**src/rtl/xbar_arb_pkg.sv**
```systemverilog
package xbar_arb_pkg;
  localparam int unsigned REG_W    = 32;
  localparam int unsigned LOCK_BIT = 31;
  localparam int unsigned HLP_BIT  = 30;
  localparam int unsigned HPE_LSB  = 16;
  localparam int unsigned MODE_LSB = 8;
  localparam int unsigned PCTL_LSB = 4;
  localparam int unsigned PIDX_LSB = 0;
  localparam int unsigned MAX_MST  = 8;

  typedef enum logic [1:0] {
    PARK_FIXED = 2'd0,
    PARK_LAST  = 2'd1,
    PARK_LP    = 2'd2,
    PARK_ALT   = 2'd3
  } park_ctl_e;

  typedef enum logic [2:0] {
    ST_LP   = 3'd0,
    ST_WAKE = 3'd1,
    ST_PARK = 3'd2,
    ST_MST  = 3'd3,
    ST_HALT = 3'd4
  } port_st_e;

  typedef struct packed {
    logic               lock;
    logic               hlp;
    logic [MAX_MST-1:0] hpe;
    logic [1:0]         mode;
    park_ctl_e          pctl;
    logic [2:0]         pidx;
  } cfg_t;
endpackage

```
**src/rtl/xbar_cfg_reg.sv**
```systemverilog
module xbar_cfg_reg
  import xbar_arb_pkg::*;
#(
  parameter int unsigned NUM_MASTERS = 8
) (
  input  logic             clk_i,
  input  logic             rst_ni,
  input  logic             we_i,
  input  logic [REG_W-1:0] wdata_i,
  output cfg_t             cfg_o,
  output logic [REG_W-1:0] rdata_o
);
  localparam logic [MAX_MST-1:0] HPE_MASK = MAX_MST'((1 << NUM_MASTERS) - 1);

  cfg_t cfg_q;

  always_ff @(posedge clk_i or negedge rst_ni) begin
    if (!rst_ni) begin
      cfg_q <= '0;
    end else if (we_i && !cfg_q.lock) begin
      cfg_q.lock <= wdata_i[LOCK_BIT];
      cfg_q.hlp  <= wdata_i[HLP_BIT];
      cfg_q.hpe  <= wdata_i[HPE_LSB +: MAX_MST] & HPE_MASK;
      cfg_q.mode <= wdata_i[MODE_LSB +: 2];
      cfg_q.pctl <= park_ctl_e'(wdata_i[PCTL_LSB +: 2]);
      cfg_q.pidx <= wdata_i[PIDX_LSB +: 3];
    end
  end

  always_comb begin
    rdata_o                     = '0;
    rdata_o[LOCK_BIT]           = cfg_q.lock;
    rdata_o[HLP_BIT]            = cfg_q.hlp;
    rdata_o[HPE_LSB +: MAX_MST] = cfg_q.hpe;
    rdata_o[MODE_LSB +: 2]      = cfg_q.mode;
    rdata_o[PCTL_LSB +: 2]      = cfg_q.pctl;
    rdata_o[PIDX_LSB +: 3]      = cfg_q.pidx;
  end

  assign cfg_o = cfg_q;
endmodule

```
**src/rtl/xbar_pick.sv**
```systemverilog
module xbar_pick #(
  parameter int unsigned NUM_MASTERS = 8,
  parameter int unsigned IDX_W       = 3
) (
  input  logic [NUM_MASTERS-1:0] req_i,
  input  logic [NUM_MASTERS-1:0] hpe_i,
  input  logic                   rr_i,
  input  logic [IDX_W-1:0]       last_i,
  output logic                   valid_o,
  output logic [IDX_W-1:0]       idx_o
);
  logic [NUM_MASTERS-1:0] hot;
  logic [NUM_MASTERS-1:0] cand;
  int unsigned            start;
  int unsigned            pos;

  always_comb begin
    hot  = req_i & hpe_i;
    cand = (|hot) ? hot : req_i;
    // round-robin begins one past the previous owner
    start = 0;
    if (rr_i && (int'(last_i) < int'(NUM_MASTERS) - 1)) start = int'(last_i) + 1;
    valid_o = 1'b0;
    idx_o   = '0;
    pos     = 0;
    for (int unsigned k = 0; k < NUM_MASTERS; k++) begin
      pos = start + k;
      if (pos >= NUM_MASTERS) pos = pos - NUM_MASTERS;
      if (!valid_o && cand[pos]) begin
        valid_o = 1'b1;
        idx_o   = IDX_W'(pos);
      end
    end
  end
endmodule

```
**src/rtl/xbar_port_fsm.sv**
```systemverilog
module xbar_port_fsm
  import xbar_arb_pkg::*;
#(
  parameter int unsigned NUM_MASTERS = 8,
  parameter int unsigned IDX_W       = 3
) (
  input  logic                   clk_i,
  input  logic                   rst_ni,
  input  logic [NUM_MASTERS-1:0] req_i,
  input  logic                   halt_req_i,
  input  cfg_t                   cfg_i,
  input  logic                   pick_valid_i,
  input  logic [IDX_W-1:0]       pick_idx_i,
  output port_st_e               st_o,
  output logic [IDX_W-1:0]       idx_o,
  output logic [IDX_W-1:0]       last_o
);
  port_st_e         st_q, st_d;
  logic [IDX_W-1:0] idx_q, idx_d, last_q, last_d, park_idx;
  logic             go, halt_first;

  // out-of-range park index falls back to master 0
  assign park_idx   = (32'(cfg_i.pidx) < NUM_MASTERS) ? IDX_W'(cfg_i.pidx) : '0;
  assign halt_first = halt_req_i && (!cfg_i.hlp || !(|req_i));

  always_comb begin
    st_d   = st_q;
    idx_d  = idx_q;
    last_d = last_q;
    go     = 1'b0;
    unique case (st_q)
      ST_HALT: go = !halt_req_i;
      ST_MST:  go = !req_i[idx_q];
      ST_PARK: begin
        if (req_i[idx_q]) begin
          st_d   = ST_MST;
          last_d = idx_q;
        end else begin
          go = 1'b1;
        end
      end
      ST_LP: begin
        if ((|req_i) || halt_req_i) st_d = ST_WAKE;
        else go = 1'b1;
      end
      ST_WAKE: go = 1'b1;
      default: go = 1'b1;
    endcase
    if (go) begin
      if (halt_first) begin
        st_d = ST_HALT;
      end else if (pick_valid_i) begin
        st_d   = ST_MST;
        idx_d  = pick_idx_i;
        last_d = pick_idx_i;
      end else begin
        unique case (cfg_i.pctl)
          PARK_LAST: begin
            st_d  = ST_PARK;
            idx_d = last_q;
          end
          PARK_LP: st_d = ST_LP;
          default: begin
            st_d  = ST_PARK;
            idx_d = park_idx;
          end
        endcase
      end
    end
  end

  always_ff @(posedge clk_i or negedge rst_ni) begin
    if (!rst_ni) begin
      st_q   <= ST_PARK;
      idx_q  <= '0;
      last_q <= '0;
    end else begin
      st_q   <= st_d;
      idx_q  <= idx_d;
      last_q <= last_d;
    end
  end

  assign st_o   = st_q;
  assign idx_o  = idx_q;
  assign last_o = last_q;
endmodule

```
**src/rtl/xbar_slave_arb.sv**
```systemverilog
module xbar_slave_arb
  import xbar_arb_pkg::*;
#(
  parameter int unsigned NUM_MASTERS = 8
) (
  input  logic                   clk_i,
  input  logic                   rst_ni,
  input  logic [NUM_MASTERS-1:0] req_i,
  input  logic                   halt_req_i,
  input  logic                   reg_we_i,
  input  logic [REG_W-1:0]       reg_wdata_i,
  output logic [REG_W-1:0]       reg_rdata_o,
  output logic [NUM_MASTERS-1:0] grant_o,
  output logic                   halt_grant_o,
  output logic                   port_en_o
);
  localparam int unsigned IDX_W = (NUM_MASTERS > 1) ? $clog2(NUM_MASTERS) : 1;

  cfg_t             cfg;
  logic             pick_valid;
  logic [IDX_W-1:0] pick_idx, own_idx, last_idx;
  port_st_e         st;

  xbar_cfg_reg #(.NUM_MASTERS(NUM_MASTERS)) u_cfg (
    .clk_i   (clk_i),
    .rst_ni  (rst_ni),
    .we_i    (reg_we_i),
    .wdata_i (reg_wdata_i),
    .cfg_o   (cfg),
    .rdata_o (reg_rdata_o)
  );

  xbar_pick #(.NUM_MASTERS(NUM_MASTERS), .IDX_W(IDX_W)) u_pick (
    .req_i   (req_i),
    .hpe_i   (cfg.hpe[NUM_MASTERS-1:0]),
    .rr_i    (cfg.mode == 2'd1),
    .last_i  (last_idx),
    .valid_o (pick_valid),
    .idx_o   (pick_idx)
  );

  xbar_port_fsm #(.NUM_MASTERS(NUM_MASTERS), .IDX_W(IDX_W)) u_fsm (
    .clk_i        (clk_i),
    .rst_ni       (rst_ni),
    .req_i        (req_i),
    .halt_req_i   (halt_req_i),
    .cfg_i        (cfg),
    .pick_valid_i (pick_valid),
    .pick_idx_i   (pick_idx),
    .st_o         (st),
    .idx_o        (own_idx),
    .last_o       (last_idx)
  );

  assign grant_o      = (st == ST_PARK || st == ST_MST) ?
                        (NUM_MASTERS'(1) << own_idx) : '0;
  assign halt_grant_o = (st == ST_HALT);
  assign port_en_o    = (st != ST_LP);
endmodule

```
**config.mk**
```make
export PLATFORM = sky130hd
export DESIGN_NAME = xbar_slave_arb
export DESIGN_NICKNAME = d
export VERILOG_FILES = /design/src/rtl/xbar_arb_pkg.sv /design/src/rtl/xbar_cfg_reg.sv /design/src/rtl/xbar_pick.sv /design/src/rtl/xbar_port_fsm.sv /design/src/rtl/xbar_slave_arb.sv
export SDC_FILE = /design/constraint.sdc
export NUM_CORES = 1
export LEC_CHECK = 0
export ABC_AREA = 1
export BUFFER_PORTS_ARGS = -buffer_cell sky130_fd_sc_hd__buf_4
export CORE_MARGIN = 2
export CORE_UTILIZATION = 46
export CTS_BUF_LIST = sky130_fd_sc_hd__clkbuf_2 sky130_fd_sc_hd__clkbuf_4 sky130_fd_sc_hd__clkbuf_8
export CTS_CLUSTER_SIZE = 25
export DETAILED_ROUTE_END_ITERATION = 8
export GPL_TIMING_DRIVEN = 0
export MAX_ROUTING_LAYER = met4
export PLACE_DENSITY_LB_ADDON = 0.12
export SLEW_MARGIN = 5
export SYNTH_ARGS = -nofsm -noshare
export SYNTH_HDL_FRONTEND = slang
export SYNTH_SLANG_ARGS = --single-unit
```
**constraint.sdc**
```tcl
create_clock -name clk_i -period 2.4 [get_ports clk_i]
set_input_delay 0.12 -clock clk_i [delete_from_list [all_inputs] [get_ports clk_i]]
set_output_delay 0.12 -clock clk_i [all_outputs]
set_load 0.02 [all_outputs]
```
# Yosys cells after proc, flatten, opt, wreduce, memory -nomap -nowiden
# Cells that the tools add are included.
[classes]
n_lt_le_gt_ge = 18
mul = 0
shifts = 1
n_div = 0
n_addsub = 16
bitwise = 2
n_reduce_logical = 32
n_eq_ne = 9
n_mux = 62
[ops]
columns = ["op", "count"]
rows = [
  ["32-bit two-way mux", 9],
  ["32-bit by 4-bit >= comparator with 1-bit output (second input constant)", 8],
  ["32-bit by 4-bit < comparator with 1-bit output (second input constant)", 8],
  ["32-bit by 4-bit subtractor with 32-bit output (second input constant)", 8],
  ["32-bit by 3-bit adder with 32-bit output (second input constant)", 4],
  ["32-bit by 2-bit adder with 32-bit output (second input constant)", 2],
  ["3-bit two-way mux", 19],
  ["32-bit by 1-bit adder with 32-bit output (second input constant)", 1],
  ["1-bit binary-select mux with 3-bit select", 9],
  ["1-bit two-way mux", 19],
  ["8-bit two-way mux", 2],
  ["8-bit OR reduction", 2],
  ["1-bit logical NOT", 12],
  ["3-bit case mux with 2 select lines", 2],
  ["1-bit logical AND", 10],
  ["8-bit AND", 1],
  ["1-bit by 3-bit left shift with 8-bit output (first input constant)", 1],
  ["3-bit by 2-bit equality test with 1-bit output (second input constant)", 2],
  ["3-bit by 1-bit != test with 1-bit output (second input constant)", 2],
  ["3-bit AND reduction", 2],
  ["3-bit nonzero test", 2],
  ["3-bit by 1-bit adder with 4-bit output (second input constant)", 1],
  ["2-bit by 1-bit equality test with 1-bit output (second input constant)", 2],
  ["3-bit by 4-bit < comparator with 1-bit output (second input constant)", 1],
  ["9 further kinds", 11],
]
[word_totals]
latchBits = 0
mem_count = 0
romBits = 0
input_bits = 44
register_bits = 26
wordCells = 149
mem_bits_rw = 0

# Logic depth before layout (Yosys ltp)
# Gate-level depths: netlist of run 1.
[depth]
depth_word = 32
depth_mapped = 19
depth_no_buf = 19

# By module
# A second synthesis of run 1 with hierarchy kept.
[hier_totals]
cells_unflattened = 411
hier_area_um2 = 2762.6
[by_module_without_submodules]
columns = ["mod", "n_inst", "cells_per_inst", "area_per_inst_um2", "seq_area_each_um2"]
rows = [
  ["xbar_pick", 1, 176, 980.9, 0.0],
  ["xbar_cfg_reg", 1, 106, 953.4, 425.4],
  ["xbar_port_fsm", 1, 106, 728.2, 226.5],
  ["xbar_slave_arb", 1, 23, 100.1, 0.0],
]

# Least setup slack after synthesis of run 1
# No wires, ideal clock.
[synth_timing]
path_kind = "reg-to-reg"
startpoint = "reg u_fsm.last_q[0] (netlist: u_fsm.last_o[0])"
endpoint = "reg u_fsm.idx_q[2] (netlist: u_fsm.idx_o[2])"
n_path_buf = 0
slack_ns = -0.060
t_required_ns = 2.333
path_stages_with_launch = 18
period_less_slack_ns = 2.460
arrival_time_ns = 2.392
path_cell_list = "dfrtp_1 -> ha_1 -> inv_1 -> nor2_4 -> ha_1 -> inv_1 -> nand2_1 -> nand3b_4 -> nand2_2 -> nor2_4 -> nand3_4 -> nor2_4 -> nand3_1 -> nor2_1 -> nor2_1 -> nand3_1 -> nand2_1 -> nand2_1"
[synth_via]
elab_chain_cells = 31
word_cells_on_any_way = 84
[synth_rtl]
columns = ["item", "line", "text"]
rows = [
  ["from (decl)", "xbar_port_fsm.sv:19", "logic [IDX_W-1:0] idx_q, idx_d, last_q, last_d, park_idx;"],
  ["from (signal assigned)", "xbar_port_fsm.sv:80", "last_q <= last_d;"],
  ["3-bit < comparator", "xbar_pick.sv:22", "if (rr_i && (int'(last_i) < int'(NUM_MASTERS) - 1)) start = int'(last_i) + 1;"],
  ["1-bit logical AND", "xbar_pick.sv:22", ""],
  ["32-bit two-way mux (*)", "xbar_pick.sv:22", ""],
  ["parallel branches: the longest is 28 deep, another holds 32-bit by 1-bit adder with 32-bit output", "--", ""],
  ["to (signal assigned)", "xbar_port_fsm.sv:79", "idx_q <= idx_d;"],
  ["to (decl)", "xbar_port_fsm.sv:19", ""],
]
# Mark *: on every way between the ends. The select of a mux whose other input is x is not followed.
# A chain may end at the register's enable or synchronous reset.

# Worst setup path in the final report of run 1
[layout_timing]
startpoint = "reg u_fsm.last_q[1] (netlist: u_fsm.last_o[1])"
endpoint = "reg u_fsm.idx_q[2] (netlist: u_fsm.idx_o[2])"
# Same word-level chain as after synthesis.

==> summary.txt, run 1 <==
Drt
  • Initial drt markers: 115
  • Post-Route WL: 6250 um
  • Vias/cell: 4.97
  • Vias post-DR: 2,445
  • Routed Antenna Nets: 0
  • Routed len/inst: 12.7 um
  • 1st-pass router iterations: 4
  • DR DRC count: 0

Floorplan
  • Die Height: 74.2 um
  • Starting Density: 0.477
  • Num rows: 25
  • Die X: 74.2 um
  • Core Area: 4750 um^2
  • Number of I/O pins: 86
  • Die area: 5510 um^2

Synthesis
  • Ys Warns: 0
  • Sequential area share after synthesis: 0.287
  • Post-synthesis instance area: 2270 um^2
  • Post-synth EDFFs: 0
  • Post-synthesis cell count: 334
  • Synth Flop Type: dfrtp_1
  • Ys async rst share: 1.00
  • Synth area leader: dfrtp_1
  • Yosys reg bits: 26
  • Top cells by area, synth: dfrtp_1, nand2_1, nand3_1
  • Top-area cell type share of the netlist area: 0.276
  • Distinct cell type count after synthesis: 42
  • Avg Synthesized Cell Area: 6.79 um^2

Status
  • Run status: finished, violations left
  • Violated checks: setup timing

Cells and area
  • N_diodes: 0
  • Area Overhead vs Synth: 40.6%
  • Most frequent cells in the layout: buf_4, nand2_1, nand3_1, inv_1, nor2_1
  • Fillers: 432
  • Design area: 3190 um^2
  • Layout cells sized above 1: 0.376
  • Commonest non-fill, non-tap cell in the layout: buf_4
  • Fin nets: 473

Min path
  • HP Class: in2reg
  • Hold Path Depth: 3

Clock tree
  • Max clock buf depth: 2
  • CTS tree: yes
  • Total clock buffers created by CTS: 3
  • Clk root buf: clkbuf_8
  • Clk_lat worst skew: 0.27 ns
  • CTS sink count: 26
  • Reg clk slew, reported paths: 0.09 ns
  • H-tree Lvls: 1

GRT
  • Top Usage Layer GRT: met2
  • Largest net degree at the start of global routing: 27
  • Initial antenna violation count: 0
  • First-pass GRT wire length: 10,300 um
  • Overflow after GRT: 0
  • Met2 GRT Util: 0.420
  • Vias in the first global route: 2,318
  • M1 GR Usage: 0.321
  • All-layer global routing usage: 0.247
  • Met3 GRT Util: 0.0230

Timing
  • Measured slew at the worst slew-check pin: 0.815 ns
  • Min Tclk post-route: 2.52 ns
  • Max-slew violation count: 0
  • Relative slew slack: 0.448
  • Fin crit share: 1.05
  • Setup violators final: 6
  • Final Hold Viols: 0
  • Worst hold slack: 0.0473 ns
  • Layout Skew: 0.00747 ns
  • F_max: 396 MHz
  • Final WS setup: -0.124 ns
  • RSZ-0062 raised after global routing: true

Power
  • Total power divided by cell area: 1780 nW/um^2
  • Total power: 5.68 mW
  • LEAKAGE: 1.73 nW
  • Peak VDD IR: 1.01 mV

Placement
  • GPL Wtd Cong: 0.940
  • Post-place instance area: 2830 um^2
  • Port bufs: 55
  • Post-DP HPWL: 4830 um
  • DP Worst Slack: -0.472 ns

Worst setup path
  • Capturing point of the worst reg2reg path: u_fsm.idx_o[2]
  • Crit path to: u_fsm.idx_o[2]
  • Type of origin of the critical path: register
  • Worst R2R Path Depth: 18
  • Setup crit start: u_fsm.last_o[1]
  • Reg2reg start: u_fsm.last_o[1]
  • Worst endpoint required time: 2.57 ns
  • FF-to-FF setup slack: -0.12 ns
  • Worst setup EP type: register
  • Crit path DAT: 2.70 ns
  • Crit-path max FO: 5
  • CP Class: reg2reg

Flow run
  • Max_cap viols: 0
sequential cells by signal (all words and copies together), names as in the netlist:
signal / cells
u_cfg.cfg_o: 17
u_fsm.idx_o: 3
u_fsm.last_o: 3
u_fsm.st_o: 3
critical path, cell delays in order (launching register included):
cell,delay (ns)
dfrtp_1,0.40
ha_1,0.31
inv_2,0.08
nor2_4,0.06
ha_4,0.30
clkinvlp_4,0.13
nand2_2,0.11
nand3b_4,0.10
nand2_4,0.10
nor2_4,0.05
buf_6,0.11
nand4_1,0.08
nand2_1,0.06
nor2_1,0.11
nand2_1,0.07
nor2_2,0.14
nand3_1,0.10
nand2_1,0.07
nand2_1,0.05
metal layers:
layer | share of wire | vias up
li1 | - | 1247
met1 | 0.44 | 1119
met2 | 0.50 | 71
met3 | 0.046 | 8
met4 | 0.014 | 0
met5 | 0 | -
Yosys cell counts (2+ instances only):
cell,n
nand2_1,85
nand3_1,54
inv_1,38
nor2_1,38
dfrtp_1,25
buf_4,15
mux2_2,13
a21oi_1,6
o21ai_0,6
nand4_1,5
inv_2,4
nand2_2,4
nor2_4,4
ha_1,3
a31oi_1,2
nand3_2,2
nor2_2,2
o211ai_1,2
o21ai_1,2
o22ai_1,2
timing repair:
action                     4_1_cts  5_1_grt
hold buffers                     1        0
pin swaps                       20        8
setup buffers                   17        0
setup endpoints to repair        6        6
gates resized for setup         23       16
hold endpoints to repair        25        0
how the worst min path moves through the flow:
stage                         start               to  slack (ns)
floorplan                    rst_ni   u_cfg.cfg_o[0]       -0.18
global placement             rst_ni   u_cfg.cfg_o[8]        0.04
detailed placement           rst_ni   u_cfg.cfg_o[9]        0.04
global route         reg_wdata_i[4]   u_cfg.cfg_o[3]        0.06
CTS                 reg_wdata_i[31]  u_cfg.cfg_o[16]        0.05
finish              reg_wdata_i[31]  u_cfg.cfg_o[16]        0.05
stage by stage:
stage | utilization | instances | TNS, ns
6_report | 0.671 | 492 | -0.589
5_1_grt | 0.671 | 492 | -1.44
4_1_cts | 0.658 | 492 | -0.335
3_5_place_dp | 0.596 | 470 | -2.55
3_3_place_gp | 0.596 | 470 | -2.45
2_1_floorplan | - | 348 | 0
report_power, final:
group | leakage (nW) | total [mW] | internal, mW | switching [mW]
clock | 0.0357 | 0.362 | 0.223 | 0.139
sequential | 0.317 | 0.602 | 0.528 | 0.0738
combinational | 1.38 | 4.72 | 1.89 | 2.82
cell families (layout without fill, tap and decap cells):
group	count (synthesis)	after routing	synth area share
flops	26	26	0.287
mux	13	13	0.0645
compound gates	28	28	0.0778
simple gates	200	200	0.411
buf+inv	60	137	0.126
other cells	1	15	0.00165
fa+ha+maj	3	3	0.0165
xor+xnor	3	3	0.0149
cell type report:
class                   count  area [um^2]  area share
clock buffers               3         41.3      0.0129
flip-flops and latches     26          654       0.205
well taps                  67         83.8      0.0263
multi-input cells         262         1530       0.480
clock inverters             1         30.0     0.00942
plain buffers              17          124      0.0388
inverters                  43          168      0.0526
repair buffers             73          558       0.175
(Power assumes the default switching activity.)
==> run 2, diff against run 1 <==
--- a/config.mk
+++ b/config.mk
@@ -5,10 +5,10 @@
 export SDC_FILE = /design/constraint.sdc
 export NUM_CORES = 1
 export LEC_CHECK = 0
-export ABC_AREA = 1
+export ABC_AREA = 0
 export BUFFER_PORTS_ARGS = -buffer_cell sky130_fd_sc_hd__buf_4
 export CORE_MARGIN = 2
-export CORE_UTILIZATION = 46
+export CORE_UTILIZATION = 49
 export CTS_BUF_LIST = sky130_fd_sc_hd__clkbuf_2 sky130_fd_sc_hd__clkbuf_4 sky130_fd_sc_hd__clkbuf_8
 export CTS_CLUSTER_SIZE = 25
 export DETAILED_ROUTE_END_ITERATION = 8
==> run 2 against run 1 <==
The flow still finishes with violations (setup timing); clock power is 2% higher; sequential share of layout area fell by 4.4 points; utilization is 6.9 points higher; power down 3.9%.
==> summary.txt, run 2 <==
Clock tree
  • H-tree Lvls: 1 (unchanged)
  • CTS tree: yes
  • Total clock buffers created by CTS: 3 (unchanged)
  • Max clock buf depth: 2 (unchanged)
  • Reg clk slew, reported paths: 0.10 ns (about the same)
  • CTS sink count: 26 (unchanged)
  • Clk root buf: clkbuf_8
  • Clk_lat worst skew: 0.28 ns (about the same)

Timing
  • Fin crit share: 1.35 (+0.295)
  • Relative slew slack: 0.596 (+0.148)
  • Min Tclk post-route: 3.23 ns (+0.707 ns)
  • Max-slew violation count: 0 (unchanged)
  • Layout Skew: 0.00803 ns (+0.000564 ns)
  • Measured slew at the worst slew-check pin: 0.602 ns (-0.213 ns)
  • RSZ-0062 raised after global routing: true
  • F_max: 309 MHz (-22%)
  • Final WS setup: -0.832 ns (-0.707 ns)
  • Final Hold Viols: 0 (unchanged)
  • Setup violators final: 9 (+3)
  • Final TNS setup: -6.61 ns (-6.02 ns)

Worst setup path
  • Crit-path max FO: 4 (-1)
  • Worst R2R Path Depth: 13 (-5)
  • Type of origin of the critical path: register
  • Worst endpoint required time: 2.56 ns (about the same)
  • CP Class: reg2reg
  • Worst setup EP type: register
  • Crit path DAT: 3.39 ns (+0.69 ns)

Synthesis
  • Distinct cell type count after synthesis: 70 (+67%)
  • Ys Warns: 0 (unchanged)
  • Post-synthesis cell count: 320 (-4.2%)
  • Synth Flop Type: dfrtp_1
  • Post-synth top cells: nor2_1, dfrtp_1, nand2_1, o21ai_0, mux2_2
  • Yosys reg bits: 26 (unchanged)
  • Ys async rst share: 1.00 (unchanged)
  • Avg Synthesized Cell Area: 8.75 um^2 (+29%)
  • Post-synth EDFFs: 0 (unchanged)
  • Sequential area share after synthesis: 0.233 (-0.0545)
  • Most common cell in the synthesized netlist: nor2_1
  • Top cells by area, synth: dfrtp_1, mux2_2, mux4_2
  • Post-synthesis instance area: 2800 um^2 (+23%)
  • Top-area cell type share of the netlist area: 0.224 (-0.0523)
  • Synth area leader: dfrtp_1

Placement
  • Port bufs: 55 (unchanged)
  • GPL Wtd Cong: 0.991 (+5.4%)
  • DP Worst Slack: -1.34 ns (-0.863 ns)
  • Post-place instance area: 3410 um^2 (+20%)
  • Post-DP HPWL: 6170 um (+28%)
  • # placed instances: 461 (-1.9%)

Drt
  • Routed len/inst: 18.4 um (+45%)
  • Vias/cell: 6.26 (+26%)
  • 1st-pass router iterations: 5 (+1)
  • Vias post-DR: 3,112 (+27%)
  • Routed Antenna Nets: 0 (unchanged)
  • Initial drt markers: 269 (+130%)
  • Post-Route WL: 9140 um (+46%)
  • DR DRC count: 0 (unchanged)

GRT
  • Largest net degree at the start of global routing: 27 (unchanged)
  • Initial antenna violation count: 0 (unchanged)
  • Vias in the first global route: 2,922 (+26%)
  • All-layer global routing usage: 0.298 (+0.0506)
  • Overflow after GRT: 0 (unchanged)
  • First-pass GRT wire length: 14,500 um (+41%)

Power
  • Peak VDD IR: 0.810 mV (-20%)
  • Psw: 2.71 mW (-11%)
  • Total power: 5.46 mW (-3.9%)
  • LEAKAGE: 1.64 nW (-5.2%)
  • Switch share: 0.496 (-0.0384)
  • Total power divided by cell area: 1340 nW/um^2 (-25%)
  • Sequential power share: 0.146 (+0.040)
  • Clock Power Share: 0.068 (+0.004)
  • Int Power: 2.75 mW (+4.1%)
  • Combinational Power Share: 0.787 (-0.043)

Floorplan
  • Die X: 79.6 um (+7.2%)
  • Core Area: 5510 um^2 (+16%)
  • Starting Density: 0.508 (+0.0312)
  • Die Height: 79.6 um (+7.2%)
  • Number of I/O pins: 86 (unchanged)
  • Num rows: 27 (+8.0%)
  • Die area: 6330 um^2 (+15%)

Cells and area
  • Layout cells sized above 1: 0.501 (+0.125)
  • Most frequent cells in the layout: buf_4, nand2_1, nor2_1, o21ai_0, dfrtp_1
  • Commonest non-fill, non-tap cell in the layout: buf_4
  • Largest register FFs: 17 (unchanged)
  • Final std cells w/o fill: 497 (+1.0%)
  • Area Overhead vs Synth: 45.6%
  • Fin nets: 473 (unchanged)
  • N_diodes: 0 (unchanged)
  • Design area: 4080 um^2 (+28%)

Min path
  • HP Class: in2reg
  • Hold Path Depth: 3 (unchanged)

Status
  • Run status: finished, violations left
  • Violated checks: setup timing

Flow run
  • Max_cap viols: 0 (unchanged)
[run 2: area by class of cell]
cell class | instances | area [um^2]
multi-input cells | 272 | 2340
fillers | 409 | 1430
repair buffers | 86 | 664
flip-flops and latches | 26 | 658
plain buffers | 24 | 188
well taps | 72 | 90.1
inverters | 13 | 60.1
clock buffers | 3 | 41.3
clock inverters | 1 | 30.0
[run 2: worst max-delay path: stages (launching register included)]
cell,delay [ns]
dfrtp_2,0.45
ha_4,0.28
nand3b_1,0.15
nor2_4,0.23
inv_4,0.05
ha_4,0.15
or3_4,0.36
and2_4,0.17
mux4_2,0.28
o32ai_2,0.09
a222oi_1,0.42
o22ai_1,0.17
a21oi_2,0.21
a21oi_1,0.10
[run 2: cell families (layout without fill, tap and decap cells)]
| kind of cell | after synthesis | count (layout) | share of synthesized area |
|---|---|---|---|
| mux | 30 | 30 | 0.150 |
| simple gates | 114 | 114 | 0.221 |
| other cells | 1 | 15 | 0.00134 |
| compound gates | 106 | 109 | 0.298 |
| buf+inv | 39 | 127 | 0.0800 |
| fa+ha+maj | 3 | 3 | 0.0134 |
| xor+xnor | 1 | 1 | 0.00313 |
| flops | 26 | 26 | 0.233 |
[run 2: stage by stage]
stage | hold WS, ns | util
after floorplan | -0.176 | -
after global placement | 0.0424 | 0.620
after detailed placement | 0.0470 | 0.620
after CTS | 0.0367 | 0.716
after global routing | 0.0494 | 0.740
final | 0.0387 | 0.740
[run 2: metal layers]
| metal | up-vias | wire, um | GRT usage |
|---|---|---|---|
| li1 | 1425 | - | - |
| met1 | 1485 | 3820 | 0.387 |
| met2 | 178 | 4450 | 0.477 |
| met3 | 24 | 665 | 0.0452 |
| met4 | 0 | 195 | 0.0983 |
| met5 | - | 0 | - |
[run 2: path summary, 6_finish.rpt]
kind	start	endpoint	slack [ns]
setup reg to reg	u_fsm.last_o[0]	u_fsm.last_o[2]	-0.83
hold reg to reg	u_cfg.cfg_o[16]	u_cfg.cfg_o[16]	0.50
min in group asynchronous	rst_ni	u_cfg.cfg_o[6]	0.28
max in group asynchronous	rst_ni	u_fsm.st_o[1]	1.82
hold / removal	reg_wdata_i[4]	u_cfg.cfg_o[3]	0.04
setup / recovery	u_fsm.last_o[0]	u_fsm.last_o[2]	-0.83
[run 2: what timing repair did]
item | 4_1_cts | 5_1_grt
pin swaps | 21 | 11
buffers inserted | 28 | 2
cloned | 3 | 0
resized for setup | 40 | 23
setup endpoints to repair | 9 | 9
hold buffers | 1 | 0
endpoints found under the hold margin | 25 | 0
[run 2: power by group through the flow]
stage	registers [mW]	clock network (mW)	logic (mW)
global placement	0.783	0	3.18
floorplan	0.819	0	2.38
finish	0.795	0.369	4.30
CTS	0.784	0.377	3.88
detailed placement	0.792	0	3.21
global route	0.818	0.399	4.59
